==> src/rtl/fldq_pkg.sv <==
package fldq_pkg;
   typedef enum logic [1:0] {
      STD_UNKNOWN = 2'b00,
      STD_50HZ    = 2'b01,
      STD_60HZ    = 2'b10
   } vid_std_e;

   localparam int NUM_STD = 2;
endpackage

==> src/rtl/fldq_line_ctr.sv <==
module fldq_line_ctr #(
   parameter int CNT_W = 10
) (
   input  logic             clk,
   input  logic             rst_n,
   input  logic             line_stb,
   input  logic             field_stb,
   output logic [CNT_W-1:0] run_cnt
);
   localparam logic [CNT_W-1:0] CNT_MAX = {CNT_W{1'b1}};
   localparam logic [CNT_W-1:0] CNT_ONE = CNT_W'(1);

   always_ff @(posedge clk or negedge rst_n) begin
      if (!rst_n) begin
         run_cnt <= '0;
      end else if (field_stb) begin
         // a line start coinciding with the field start opens the new field
         run_cnt <= line_stb ? CNT_ONE : '0;
      end else if (line_stb && (run_cnt != CNT_MAX)) begin
         run_cnt <= run_cnt + CNT_ONE;
      end
   end
endmodule

==> src/rtl/fldq_win.sv <==
module fldq_win #(
   parameter int CNT_W  = 10,
   parameter int TGT_LO = 310,
   parameter int TGT_HI = 315,
   parameter int LSE_LO = 290,
   parameter int LSE_HI = 325
) (
   input  logic [CNT_W-1:0] cnt,
   input  logic             relaxed,
   output logic             hit
);
   logic [31:0] c32;
   logic        in_tight;
   logic        in_loose;

   always_comb begin
      c32      = 32'(cnt);
      in_tight = (c32 >= 32'(TGT_LO)) && (c32 <= 32'(TGT_HI));
      in_loose = (c32 >= 32'(LSE_LO)) && (c32 <= 32'(LSE_HI));
      hit      = relaxed ? in_loose : in_tight;
   end
endmodule

==> src/rtl/field_line_qualifier.sv <==
module field_line_qualifier
   import fldq_pkg::*;
#(
   parameter int CNT_W  = 10,
   parameter int S50_LO = 310,
   parameter int S50_HI = 315,
   parameter int R50_LO = 290,
   parameter int R50_HI = 325,
   parameter int S60_LO = 260,
   parameter int S60_HI = 265,
   parameter int R60_LO = 250,
   parameter int R60_HI = 275
) (
   input  logic             clk,
   input  logic             rst_n,
   input  logic             line_stb,
   input  logic             field_stb,
   input  logic             relaxed_tol,
   output logic [1:0]       std_o,
   output logic             frame_ok,
   output logic [CNT_W-1:0] line_cnt_o,
   output logic             upd_valid
);
   localparam int CNT_MAX = (1 << CNT_W) - 1;

   // elaboration-time parameter checks
   if (CNT_W < 2 || CNT_W > 16) begin : g_bad_width
      $error("CNT_W out of supported range");
   end
   if (S50_LO > S50_HI || R50_LO > R50_HI || S60_LO > S60_HI || R60_LO > R60_HI) begin : g_bad_order
      $error("window lower bound above upper bound");
   end
   if (S50_LO < R50_LO || S50_HI > R50_HI || S60_LO < R60_LO || S60_HI > R60_HI) begin : g_bad_nest
      $error("tight window must lie inside loose window");
   end
   if (R50_HI > CNT_MAX || R60_HI > CNT_MAX) begin : g_bad_range
      $error("window exceeds counter range");
   end
   if (!(R60_HI < R50_LO || R50_HI < R60_LO)) begin : g_bad_overlap
      $error("50 Hz and 60 Hz windows overlap");
   end

   logic [CNT_W-1:0]   run_cnt;
   logic [NUM_STD-1:0] hit;
   vid_std_e           std_nxt;

   fldq_line_ctr #(.CNT_W(CNT_W)) u_ctr (
      .clk       (clk),
      .rst_n     (rst_n),
      .line_stb  (line_stb),
      .field_stb (field_stb),
      .run_cnt   (run_cnt)
   );

   // one window checker per standard; index 0 = 50 Hz, 1 = 60 Hz
   for (genvar g = 0; g < NUM_STD; g++) begin : g_win
      localparam int TLO = (g == 0) ? S50_LO : S60_LO;
      localparam int THI = (g == 0) ? S50_HI : S60_HI;
      localparam int LLO = (g == 0) ? R50_LO : R60_LO;
      localparam int LHI = (g == 0) ? R50_HI : R60_HI;
      fldq_win #(
         .CNT_W  (CNT_W),
         .TGT_LO (TLO),
         .TGT_HI (THI),
         .LSE_LO (LLO),
         .LSE_HI (LHI)
      ) u_win (
         .cnt     (run_cnt),
         .relaxed (relaxed_tol),
         .hit     (hit[g])
      );
   end

   always_comb begin
      if (hit[0])      std_nxt = STD_50HZ;
      else if (hit[1]) std_nxt = STD_60HZ;
      else             std_nxt = STD_UNKNOWN;
   end

   always_ff @(posedge clk or negedge rst_n) begin
      if (!rst_n) begin
         std_o      <= STD_UNKNOWN;
         frame_ok   <= 1'b0;
         line_cnt_o <= '0;
         upd_valid  <= 1'b0;
      end else begin
         upd_valid <= field_stb;
         if (field_stb) begin
            std_o      <= std_nxt;
            frame_ok   <= |hit;
            line_cnt_o <= run_cnt;
         end
      end
   end
endmodule

==> config.mk <==
export PLATFORM = sky130hd
export DESIGN_NAME = field_line_qualifier
export DESIGN_NICKNAME = d
export VERILOG_FILES = /design/src/rtl/fldq_pkg.sv /design/src/rtl/fldq_line_ctr.sv /design/src/rtl/fldq_win.sv /design/src/rtl/field_line_qualifier.sv
export SDC_FILE = /design/constraint.sdc
export NUM_CORES = 1
export LEC_CHECK = 0
export ABC_AREA = 1
export BUFFER_PORTS_ARGS = -buffer_cell sky130_fd_sc_hd__buf_4
export CAP_MARGIN = 10
export CORE_MARGIN = 2
export CORE_UTILIZATION = 60
export CTS_CLUSTER_DIAMETER = 120
export CTS_CLUSTER_SIZE = 12
export DETAILED_ROUTE_END_ITERATION = 12
export PLACE_DENSITY = 0.82
export SETUP_SLACK_MARGIN = 0.02
export SYNTH_ARGS = -nofsm -noshare
export SYNTH_HDL_FRONTEND = slang
export SYNTH_SLANG_ARGS = --single-unit
==> constraint.sdc <==
create_clock -name clk -period 3.8 [get_ports clk]
set_input_delay 0.38 -clock clk [delete_from_list [all_inputs] [get_ports clk]]
set_output_delay 0.38 -clock clk [all_outputs]
set_load 0.005 [all_outputs]
After elaboration in Yosys (flattened, before gate mapping):

Cells that the tools add are included.

* bits in registers: 24
* input port bits: 5
* output and inout bits: 14
* word-level logic and storage cells: 29

* add/subtract/negate cells: 1
* $lt $le $gt $ge: 8
* equal/unequal tests: 1
* muxes and demuxes: 7
* reduce and logical (&&, ||, !) cells: 7

Operators with widths (number)
* 10-bit by 9-bit less-or-equal comparator with 1-bit output, second input constant: 4
* 10-bit by 9-bit greater-or-equal comparator with 1-bit output, second input constant: 3
* 10-bit two-way mux: 2
* 10-bit by 1-bit adder with 10-bit output, second input constant: 1
* 10-bit by 8-bit greater-or-equal comparator with 1-bit output, second input constant: 1
* 10-bit inequality test, second input constant: 1
* 1-bit logical AND: 5
* 2-bit two-way mux: 2
* 1-bit two-way mux: 3
* 2-bit nonzero test: 1
* 2-bit OR reduction: 1

Logic depth before layout (Yosys ltp):

* depth in word-level cells: 5
* gate-level depth with buffers: 10
* mapped depth without buffers: 10

Hierarchy:

From an unflattened synthesis, not the netlist that was laid out.

* cell total of the unflattened synthesis: 195
* area, all modules: 1380.1 µm²

By module, submodules not included
* fldq_line_ctr: times used 1, cells each 94, area an instance 673.1 µm², seq. area each 250.2 µm²
* field_line_qualifier: times used 1, cells each 56, area an instance 524.3 µm², seq. area each 350.3 µm²
* fldq_win at g_win[1].u_win: times used 1, cells each 25, area an instance 95.1 µm², seq. area each 0.0 µm²
* fldq_win at g_win[0].u_win: times used 1, cells each 20, area an instance 87.6 µm², seq. area each 0.0 µm²

Least setup slack after synthesis:

Ideal clock, no wire load.

* path kind: register to register
* from: register u_ctr.run_cnt[0]
* to: register u_ctr.run_cnt[7]
* library setup time: 0.118 ns
* arrival: 1.316 ns
* data required time: 3.682 ns
* path slack: 2.366 ns
* cell stages (with the launch flop): 10
* buffers on the path: 0
* clock period less this slack: 1.434 ns
* cells stage by stage: dfrtp_1 ha_1 inv_1 nor2_8 nand3_2 nand2_2 nand2_4 clkinv_8 nand2_1 o21ai_2

* word-level cells in the longest chain between the ends: 3
* elaborated cells between the ends (all ways): 6
* classes of those cells: add/sub (1); eq/ne (1); mux (2); reduce/logical (2)

RTL lines
* from (decl): line fldq_line_ctr.sv:8 `output logic [CNT_W-1:0] run_cnt`
* from (signal assigned): line fldq_line_ctr.sv:18 `run_cnt <= line_stb ? CNT_ONE : '0;`
* from (signal assigned): line fldq_line_ctr.sv:20 `run_cnt <= run_cnt + CNT_ONE;`
* 10-bit by 1-bit adder with 10-bit output / 10-bit inequality test (equally long branches): line fldq_line_ctr.sv:20, fldq_line_ctr.sv:19
* 10-bit two-way mux / 1-bit logical AND (equally long branches): line fldq_line_ctr.sv:19 `end else if (line_stb && (run_cnt != CNT_MAX)) begin`
* 10-bit two-way mux / 2-bit nonzero test (equally long branches)

Several ways; a longest one is shown, not always the timed one. The select of a mux whose other input is x is not followed.
A chain may end at the register's enable or synchronous reset.

Worst setup path in the final report:

Same ends and word-level chain as after synthesis.

==> metrics.txt <==
status finished clean; die area 2840 um^2; first-pass GRT wire length 5040 um; Rows 17; count leader, synth nand2_1; Die Height 53.3 um; Rel. slew slack 76.4%; EDFF count, synth 0; total I/O pin count 19; clock sink count 24; Worst R2R Path Depth 9; critical path launch point type flop; Yosys cell types 26; Remaining Overflow, GRT 0; syn avg cell area 7.98 um^2; CP Data Arrival Time 1.77 ns; CTS tree done; worst skew pair latency 0.32 ns; # diodes 0; via count 1239; worst slack, placed 2.27 ns; Area Overhead vs Synth 11.0%; Final Hold Viols 0; area share of the largest cell type after synthesis 41.1%; critical path capture point type flop; Cells after Synth 183; clock tree buffer depth 2; dpl hpwl 2200 um; WHS 0.254 ns; Placeable Area 2250 um^2; top cells by area, synth dfrtp_1 (41%), nand2_1 (13%), inv_1 (4.9%); Final min period 1.54 ns; Fill cells 178; drc violations 0; Req. time, crit path 4.02 ns; final worst slack 2.26 ns; DRT met1 WL 1310 um; Finish-stage setup viols 0; pin count of the biggest net entering global routing 29; Hold Path Class primary input to flop; Setup Fix Bufs, Post-CTS 0; # port buffers 18; met2 wire length 1340 um; Worst Setup EP u_ctr.run_cnt[7]; CTS-repair resized insts 0; Final Skew 0.00406 ns; Ys Warns 0; Pleak 0.862 nW; Commonest cells post-synth nand2_1 (52), dfrtp_1 (24), inv_1 (19); iteration count of the initial detailed-routing pass 4; vias in the first global route 1147; Syn Std Cell Area 1460 um^2; Reg-to-Reg End u_ctr.run_cnt[7]; CP Class flop to flop; number of buffers created by CTS 3; RSZ-0062 raised after global routing false; GRT Util Overall 24.6%; final worst path period share 40.6%; Max Cap Viol 0; Die X 53.3 um; initial DRC count 30; vias per cell 5.46; Post-Syn Nets 192; Finished Core Util 71.9%; wirelength, routed 2920 um; Setup Total Neg Slack 0 ns; Max Used Layer met4; reg-to-reg slack, setup 2.26 ns; Synth async-reset ratio 100%; largest area contributor in the netlist dfrtp_1; Slew Viols, Final 0; WL met3 211 um; Top FF cell, synth dfrtp_1; worst r2r src u_ctr.run_cnt[0]; critical-path maximum fanout 9; fmax 647 MHz; Starting Density 64.8%; WL/cell 12.9 um; H-tree depth 1; CTS Hold Buffers Added 1; register area share after synthesis 41.1%; Tightest Pin Transition 0.354 ns; root buf cell clkbuf_4; Pwr per Cell Area 289 nW/um^2; Synth Register Bits 24; GP Congestion 0.986; initial antenna violation count 0; Antenna Nets Post-Route 0; peak supply drop 0.244 mV; Clk pin slew, worst setup/hold paths 0.13 ns; # nets final 209; crit path from u_ctr.run_cnt[0]; layout cells sized above 1 20.1%
sequential cells by signal (all words and copies together), names as in the netlist:
name and cells:
frame_ok 1, line_cnt_o 10, std_o 2, u_ctr.run_cnt 10, upd_valid 1
routing by layer:
| layer | vias up | GRT usage [%] |
|---|---|---|
| li1 | 611 | - |
| met1 | 577 | 32.6 |
| met2 | 44 | 37.4 |
| met3 | 7 | 4.80 |
| met4 | 0 | 12.8 |
| met5 | - | 0 |
logic make-up (layout without fill, tap and decap cells):
kind of cell | after synthesis | in the layout | synth area share [%]
AND/OR/NAND/NOR | 102 | 102 | 33.2
buffers and inverters | 28 | 44 | 11.9
flip-flops | 24 | 24 | 41.1
AO/OA/AOI/OAI | 22 | 22 | 8.48
adder cells (fa/ha/maj) | 4 | 4 | 3.43
XOR/XNOR | 3 | 3 | 1.80
placed cells by master, fill, tap and decap left out, types with 4 or more instances in the layout:
cell      n
nand2_1  52
o21ai_0  12
nand3_1  14
inv_1    19
buf_4    18
dfrtp_1  24
nor2_1   16
nand4_1   4
nand2_2   7
o21ai_1   4
ha_1      4
power breakdown:
group	leakage (nW)	switching [mW]	total [mW]	internal [mW]
Combinational	0.515	0.0364	0.0609	0.0245
Sequential	0.326	0.00906	0.272	0.263
Clock	0.0210	0.0762	0.135	0.0587
Total	0.862	0.122	0.468	0.346
worst max-delay path, cell delays in order (launching register included):
cell	delay [ns]
dfrtp_1	0.49
ha_1	0.26
inv_1	0.14
nor2_8	0.07
nand3_2	0.07
nand2_2	0.06
nand2_4	0.13
clkinv_8	0.09
nand2_1	0.08
o21ai_2	0.05
final cells by class:
cell class | instances | area [um^2] | share of cell area, %
Clock buffer | 4 | 36.3 | 2.24
Inverter | 21 | 118 | 7.26
Multi-Input combinational cell | 131 | 686 | 42.3
Sequential cell | 24 | 601 | 37.1
Tap cell | 28 | 35.0 | 2.16
Timing Repair Buffer | 19 | 145 | 8.96
worst min path at each step:
stage	start	to	slack (ns)	cells past startpoint
finish	field_stb	upd_valid	0.25	1
global route	field_stb	upd_valid	0.25	1
CTS	field_stb	upd_valid	0.25	1
detailed placement	rst_n	line_cnt_o[3]	0.30	1
global placement	rst_n	line_cnt_o[3]	0.29	1
floorplan	rst_n	frame_ok	0.08	0
per-stage QoR:
step / area (um^2) / std cells / power [mW]
6_report: 1620 / 227 / 0.468
5_1_grt: 1620 / 227 / 0.490
4_1_cts: 1620 / 227 / 0.471
3_5_place_dp: 1570 / 222 / 0.338
3_3_place_gp: 1570 / 222 / 0.335
2_1_floorplan: 1460 / 183 / 0.314
No activity file was read; power rests on OpenSTA's default activity.
